**config.mk**
```make
export PLATFORM = sky130hd
export DESIGN_NAME = accalu_core
export DESIGN_NICKNAME = d
export VERILOG_FILES = /design/src/rtl/accalu_pkg.sv /design/src/rtl/accalu_binadd.sv /design/src/rtl/accalu_decadd.sv /design/src/rtl/accalu_bitwise.sv /design/src/rtl/accalu_status.sv /design/src/rtl/accalu_core.sv
export SDC_FILE = /design/constraint.sdc
export NUM_CORES = 1
export LEC_CHECK = 0
export ABC_AREA = 0
export CAP_MARGIN = 5
export CORE_MARGIN = 4
export CORE_UTILIZATION = 56
export CTS_CLUSTER_SIZE = 24
export DETAILED_ROUTE_END_ITERATION = 6
export GPL_TIMING_DRIVEN = 1
export PLACE_DENSITY = 0.85
export SLEW_MARGIN = 0
export SYNTH_ARGS = -nofsm -noshare
export SYNTH_HDL_FRONTEND = slang
export SYNTH_SLANG_ARGS = --single-unit
```
**constraint.sdc**
```tcl
create_clock -name clk -period 6.9 [get_ports clk]
set_clock_uncertainty 0.2 [all_clocks]
set_input_delay 1.38 -clock clk [delete_from_list [all_inputs] [get_ports clk]]
set_output_delay 1.38 -clock clk [all_outputs]
set_load 0.1 [all_outputs]
```
**src/rtl/accalu_pkg.sv**
```systemverilog
`timescale 1ns/1ps
package accalu_pkg;

  typedef enum logic [3:0] {
    OP_SHR1 = 4'd0,
    OP_SHL1 = 4'd1,
    OP_SHR4 = 4'd2,
    OP_SHL4 = 4'd3,
    OP_COM  = 4'd4,
    OP_LINK = 4'd5,
    OP_INC  = 4'd6,
    OP_ADD  = 4'd7,
    OP_DADD = 4'd8,
    OP_AND  = 4'd9,
    OP_OR   = 4'd10,
    OP_XOR  = 4'd11,
    OP_CMP  = 4'd12,
    OP_DEC  = 4'd13,
    OP_IEN  = 4'd14,
    OP_IDIS = 4'd15
  } alu_op_e;

  typedef struct packed {
    logic ovf;
    logic zero;
    logic cry;
    logic sgn;
  } flags_t;

  localparam int FLAG_W  = 4;
  localparam int STAT_W  = 5;
  localparam int STAT_IE = 4;

  function automatic logic is_ie_op(input alu_op_e o);
    return (o == OP_IEN) || (o == OP_IDIS);
  endfunction

  function automatic logic is_bitwise_op(input alu_op_e o);
    return (o == OP_SHR1) || (o == OP_SHL1) || (o == OP_SHR4) ||
           (o == OP_SHL4) || (o == OP_COM)  || (o == OP_AND)  ||
           (o == OP_OR)   || (o == OP_XOR);
  endfunction

endpackage

```
**src/rtl/accalu_binadd.sv**
```systemverilog
`timescale 1ns/1ps
module accalu_binadd #(
  parameter int W = 8
) (
  input  logic [W-1:0] a,
  input  logic [W-1:0] b,
  input  logic         ci,
  output logic [W-1:0] sum,
  output logic         cout,
  output logic         ovf
);
  logic [W:0] wide;

  always_comb begin
    wide = {1'b0, a} + {1'b0, b} + {{W{1'b0}}, ci};
    sum  = wide[W-1:0];
    cout = wide[W];
    ovf  = (a[W-1] == b[W-1]) && (wide[W-1] != a[W-1]);
  end
endmodule

```
**src/rtl/accalu_decadd.sv**
```systemverilog
`timescale 1ns/1ps
module accalu_decadd #(
  parameter int W = 8
) (
  input  logic [W-1:0] a,
  input  logic [W-1:0] b,
  output logic [W-1:0] sum,
  output logic         cout
);
  localparam int DIGITS = W / 4;

  logic [DIGITS:0] chain;
  assign chain[0] = 1'b0;

  for (genvar g = 0; g < DIGITS; g++) begin : g_digit
    logic [4:0] raw;
    logic [4:0] fixed;
    logic       over;
    always_comb begin
      raw   = {1'b0, a[4*g +: 4]} + {1'b0, b[4*g +: 4]} + {4'd0, chain[g]};
      over  = raw > 5'd9;
      fixed = over ? raw + 5'd6 : raw;
    end
    assign sum[4*g +: 4] = fixed[3:0];
    assign chain[g+1]    = over;
  end

  assign cout = chain[DIGITS];
endmodule

```
**src/rtl/accalu_bitwise.sv**
```systemverilog
`timescale 1ns/1ps
module accalu_bitwise
  import accalu_pkg::*;
#(
  parameter int W = 8
) (
  input  alu_op_e      op,
  input  logic [W-1:0] a,
  input  logic [W-1:0] b,
  output logic [W-1:0] res
);
  always_comb begin
    unique case (op)
      OP_SHR1: res = a >> 1;
      OP_SHL1: res = a << 1;
      OP_SHR4: res = a >> 4;
      OP_SHL4: res = a << 4;
      OP_COM:  res = ~a;
      OP_AND:  res = a & b;
      OP_OR:   res = a | b;
      OP_XOR:  res = a ^ b;
      default: res = '0;
    endcase
  end
endmodule

```
**src/rtl/accalu_status.sv**
```systemverilog
`timescale 1ns/1ps
module accalu_status
  import accalu_pkg::*;
(
  input  logic              clk,
  input  logic              rst,
  input  logic              upd_en,
  input  alu_op_e           op,
  input  flags_t            flags_in,
  output logic [STAT_W-1:0] w_q
);
  always_ff @(posedge clk) begin
    if (rst) begin
      w_q <= '0;
    end else if (upd_en) begin
      if (op == OP_IEN) begin
        w_q[STAT_IE] <= 1'b1;
      end else if (op == OP_IDIS) begin
        w_q[STAT_IE] <= 1'b0;
      end else begin
        w_q[FLAG_W-1:0] <= flags_in;
      end
    end
  end

  p_hold_r11: assert property (@(posedge clk) disable iff (rst)
    !upd_en |=> $stable(w_q));

  p_capture_r11: assert property (@(posedge clk) disable iff (rst)
    (upd_en && !is_ie_op(op)) |=> (w_q[FLAG_W-1:0] == $past(flags_in)));

  p_ien_r9: assert property (@(posedge clk) disable iff (rst)
    (upd_en && op == OP_IEN) |=>
      (w_q[STAT_IE] && w_q[FLAG_W-1:0] == $past(w_q[FLAG_W-1:0])));

  p_idis_r9: assert property (@(posedge clk) disable iff (rst)
    (upd_en && op == OP_IDIS) |=>
      (!w_q[STAT_IE] && w_q[FLAG_W-1:0] == $past(w_q[FLAG_W-1:0])));
endmodule

```
**src/rtl/accalu_core.sv**
```systemverilog
`timescale 1ns/1ps
module accalu_core
  import accalu_pkg::*;
#(
  parameter int W = 8
) (
  input  logic              clk,
  input  logic              rst,
  input  logic              upd_en,
  input  logic [3:0]        op,
  input  logic [W-1:0]      acc_in,
  input  logic [W-1:0]      opnd_in,
  input  logic              cin,
  output logic [W-1:0]      res_out,
  output logic              acc_we,
  output logic [FLAG_W-1:0] flags_nxt,
  output logic [STAT_W-1:0] status_q
);
  localparam int DIGITS = W / 4;

  alu_op_e opc;
  assign opc = alu_op_e'(op);

  // adder operand steering
  logic [W-1:0] add_a, add_b, add_sum, dec_sum, bit_res;
  logic         add_ci, add_co, add_ov, dec_co;

  always_comb begin
    add_a  = acc_in;
    add_b  = opnd_in;
    add_ci = 1'b0;
    unique case (opc)
      OP_LINK: begin add_b = '0;       add_ci = cin;  end
      OP_INC:  begin add_b = '0;       add_ci = 1'b1; end
      OP_DEC:  begin add_b = '1;                      end
      OP_CMP:  begin add_a = opnd_in;  add_b = ~acc_in; add_ci = 1'b1; end
      default: ;
    endcase
  end

  accalu_binadd #(.W(W)) u_add (
    .a(add_a), .b(add_b), .ci(add_ci),
    .sum(add_sum), .cout(add_co), .ovf(add_ov)
  );

  accalu_decadd #(.W(W)) u_dec (
    .a(acc_in), .b(opnd_in), .sum(dec_sum), .cout(dec_co)
  );

  accalu_bitwise #(.W(W)) u_bit (
    .op(opc), .a(acc_in), .b(opnd_in), .res(bit_res)
  );

  flags_t fl;

  always_comb begin
    fl      = flags_t'(status_q[FLAG_W-1:0]);
    res_out = acc_in;
    acc_we  = 1'b1;
    if (is_bitwise_op(opc)) begin
      res_out = bit_res;
      fl.ovf  = 1'b0;
      fl.cry  = 1'b0;
      fl.zero = (bit_res == '0);
      fl.sgn  = (opc == OP_SHR1 || opc == OP_SHR4) ? 1'b1 : ~bit_res[W-1];
    end else if (opc == OP_DADD) begin
      res_out = dec_sum;
      fl.ovf  = add_ov;
      fl.cry  = dec_co;
      fl.zero = (dec_sum == '0);
      fl.sgn  = ~dec_sum[W-1];
    end else if (is_ie_op(opc)) begin
      acc_we  = 1'b0;
    end else begin
      res_out = add_sum;
      acc_we  = (opc != OP_CMP);
      fl.ovf  = add_ov;
      fl.cry  = add_co;
      fl.zero = (add_sum == '0);
      fl.sgn  = ~add_sum[W-1];
    end
  end

  assign flags_nxt = fl;

  accalu_status u_stat (
    .clk(clk), .rst(rst), .upd_en(upd_en), .op(opc),
    .flags_in(fl), .w_q(status_q)
  );

  function automatic logic all_digits_ok(input logic [W-1:0] v);
    logic ok;
    ok = 1'b1;
    for (int k = 0; k < DIGITS; k++) ok &= (v[4*k +: 4] <= 4'd9);
    return ok;
  endfunction

  p_cmp_nowb_r7: assert property (@(posedge clk) disable iff (rst)
    (opc == OP_CMP) |-> !acc_we);

  p_shr_flags_r3: assert property (@(posedge clk) disable iff (rst)
    (opc == OP_SHR1 || opc == OP_SHR4) |->
      (flags_nxt[0] && !flags_nxt[1] && !flags_nxt[3] && !res_out[W-1]));

  p_bitwise_nocarry_r5: assert property (@(posedge clk) disable iff (rst)
    is_bitwise_op(opc) |-> (!flags_nxt[1] && !flags_nxt[3]));

  p_bcd_out_r8: assert property (@(posedge clk) disable iff (rst)
    (opc == OP_DADD && all_digits_ok(acc_in) && all_digits_ok(opnd_in))
      |-> all_digits_ok(res_out));

  p_zero_r2: assert property (@(posedge clk) disable iff (rst)
    !is_ie_op(opc) |-> (flags_nxt[2] == (res_out == '0)));
endmodule

```
==> reports/metrics.yaml <==
global_routing:
  antenna_found_initial: 0
  grt_pass1_wl_um: 15000
  overflow: 0
  grt_pass1_vias: 3052
  grt_max_degree: 38
  grt.total_usage: 0.305
critical_path:
  critPathLaunch: "acc_in[3]"
  crit_family: "buffers and inverters"
  worst-path-stages: 18
  worst-setup-path-type: "input pin to primary output"
  path_buf_inv: 6
  cp_slowest_cell: "fa_2"
  cp-endpoint: "res_out[6]"
  reg2reg_slack_ns: 5.09
  cp_max_fo: 3
  r2r_end: "u_stat.w_q[2]"
  path_cells: "clkdlybuf4s50_1 > inv_2 > ha_4 > or3_4 > and2_4 > a31oi_4 > fa_2 > inv_1 > fa_2 > inv_2 > buf_4 > nand2_2 > o21ai_2 > o21ai_2 > mux2i_1 > nor2_1 > o31ai_4 > buf_12"
  end_kind: "primary output"
  cp-start-kind: "input pin"
  worst_r2r_path_depth: 6
  cp.arrival_ns: 5.19
  r2r_start: "u_stat.w_q[2]"
  cp.required_ns: 5.32
  cpPeakStageDelay_ns: 0.54
yosys:
  syn_area_um2: 2600
  async_flop_share: 0
  synth-seq-cells: 5
  syn_inst: 380
  yosys_warnings: 0
  syn_avg_cell_area_um2: 6.85
  ys_seq_area_frac: 0.0385
  synth_edf_count: 0
  yosys_most_used_dff: "dfxtp_1"
  yosysUniqueCellTypes: 70
  syn-num-nets: 435
clock_network:
  cts_max_path_buffers: 2
  cts_htree_levels: 1
  hold_buffers: 0
  cts_tree: "built"
  clock_sinks: 5
  path_clk_slew_ns: 0.04
  cts_buffers: 3
  root_buffer: "clkbuf_8"
  clock_latency_ns: 0.22
layout:
  antenna_cells: 0
  layout_commonest_cell: "buf_4"
  n_fill_cell: 303
  drive_above_1_share: 0.243
  fin_nets: 504
  layout_common_cells: "buf_4 (45), a21oi_1 (37), nand2_1 (31)"
  top_regs: "u_stat.w_q: 5 flops"
  synthToLayoutAreaGrowth_pct: 41.2
  regMostFlops: "u_stat.w_q"
  largest_register_ff_count: 5
power:
  ir_worst_vdd_mv: 0.163
  power_mw: 0.609
  power_density_nw_per_um2: 166
  p_leak_nw: 1.60
timing:
  period_minus_slack_ns: 6.77
  fmax_ghz: 0.148
  relSlewSlack: 0.344
  worst_pin_slew_ns: 0.982
  slew_viol_final: 0
  period_share: 0.981
  setup_viol: 0
  hold_viol_final: 0
  hold_ws_ns: 0.282
placement:
  gp_congestion: 0.988
  dp_hpwl_um: 7140
  port_buffers: 41
die:
  ios: 42
  row_count: 24
  start_util: 0.589
  core_area_um2: 4410
  die-height_um: 76.2
  dieWidth_um: 76.2
  die-area_um2: 5800
routing:
  wl_per_cell_um: 18.1
  drc: 0
  postRouteWirelength_um: 9040
  ant_nets: 0
  drt_first_iter_violations: 421
  vias: 3311
  detail_route.first_pass.iterations: 5
  vias_per_cell: 6.62
run:
  maxCapViolCount: 0
worst_hold_path:
  hold_class: "flop to flop"
outcome:
  status: "completed"
## routing by layer
metal | routed length (um) | global-route usage | up-vias
met5 | 0 | 0 | -
met3 | 901 | 0.0662 | 32
met2 | 4110 | 0.488 | 187
met4 | 262 | 0.0839 | 0
met1 | 3760 | 0.411 | 1556
li1 | - | - | 1536
## where the power goes
part,internal [mW],leakage (nW),total [mW],switching (mW)
Combinational,0.214,1.54,0.521,0.307
Clock,0.0398,0.0228,0.0557,0.0159
Sequential,0.0309,0.0409,0.0322,0.00129
Total,0.284,1.60,0.609,0.324
## worst min path at each step
| stage | depth (start not counted) | to | from | slack (ns) |
|---|---|---|---|---|
| 2_1_floorplan | 2 | u_stat.w_q[0] | u_stat.w_q[0] | 0.68 |
| 3_3_place_gp | 2 | u_stat.w_q[0] | u_stat.w_q[0] | 0.26 |
| 3_5_place_dp | 2 | u_stat.w_q[1] | u_stat.w_q[1] | 0.28 |
| 4_1_cts | 2 | u_stat.w_q[0] | u_stat.w_q[0] | 0.28 |
| 5_1_grt | 2 | u_stat.w_q[0] | u_stat.w_q[0] | 0.28 |
| 6_report | 2 | u_stat.w_q[1] | u_stat.w_q[1] | 0.28 |
## tightest hold or removal path: cells and delay by family (launching register included)
kind,cells,cell delay [ns]
AO/OA/AOI/OAI,1,0.06
AND/OR/NAND/NOR,1,0.06
flip-flops,1,0.31
## cell usage after synthesis (3+ instances only)
library cell | count | area, um^2
a211oi_1 | 8 | 60.1
a21o_1 | 7 | 52.6
a21oi_1 | 37 | 185
a31oi_1 | 3 | 18.8
and2_1 | 5 | 31.3
and3_1 | 4 | 25.0
buf_2 | 10 | 50.1
clkbuf_1 | 13 | 48.8
dfxtp_1 | 5 | 100
fa_1 | 5 | 100
ha_1 | 26 | 325
inv_1 | 28 | 105
mux2i_1 | 8 | 80.1
nand2_1 | 34 | 128
nand2b_1 | 11 | 68.8
nand3_1 | 3 | 15.0
nand3b_1 | 9 | 67.6
nand4_1 | 3 | 18.8
nor2_1 | 29 | 109
nor2b_1 | 7 | 43.8
nor3_1 | 7 | 35.0
nor3b_1 | 4 | 30.0
o21a_1 | 9 | 67.6
o21ai_0 | 17 | 85.1
o21ai_1 | 7 | 35.0
o21ba_2 | 3 | 30.0
o22ai_1 | 10 | 62.6
o31ai_1 | 4 | 30.0
or3_1 | 5 | 31.3
or3b_1 | 3 | 26.3
xor2_1 | 4 | 35.0
## what timing repair did
item / 4_1_cts / 5_1_grt
gates resized for setup: 17 / 13
endpoints found under the hold margin: 0 / 0
setup endpoints to repair: 6 / 5
pin swaps: 8 / 7
setup buffers: 3 / 0
## cell families after synthesis
| group | synth area share |
|---|---|
| adders and majority gates | 0.164 |
| and+or+nand+nor | 0.278 |
| DFF | 0.0385 |
| AOI/OAI and AO/OA | 0.375 |
| xor gates and xnor gates | 0.0202 |
| buffers and inverters | 0.0813 |
| muxes | 0.0438 |
## per-stage QoR
step           worst slack, ns  std cells   util   TNS, ns  cell area (um^2)
2_1_floorplan           0.0122        380      -         0              2700
3_3_place_gp            -0.144        493  0.802    -0.333              3540
3_5_place_dp            -0.262        493  0.802    -0.909              3540
4_1_cts               0.000383        500  0.826         0              3650
5_1_grt               -0.00109        500  0.832  -0.00109              3670
6_report                 0.131        500  0.832         0              3670
## cell type report
cell class / count / area (um^2) / area share
multi-input cells: 322 / 2450 / 0.666
clock buffers: 4 / 45.0 / 0.0123
inverters: 28 / 109 / 0.0296
repair buffers: 89 / 906 / 0.247
well taps: 52 / 65.1 / 0.0177
flip-flops and latches: 5 / 100 / 0.0273
No activity file was read; power rests on OpenSTA's default activity.
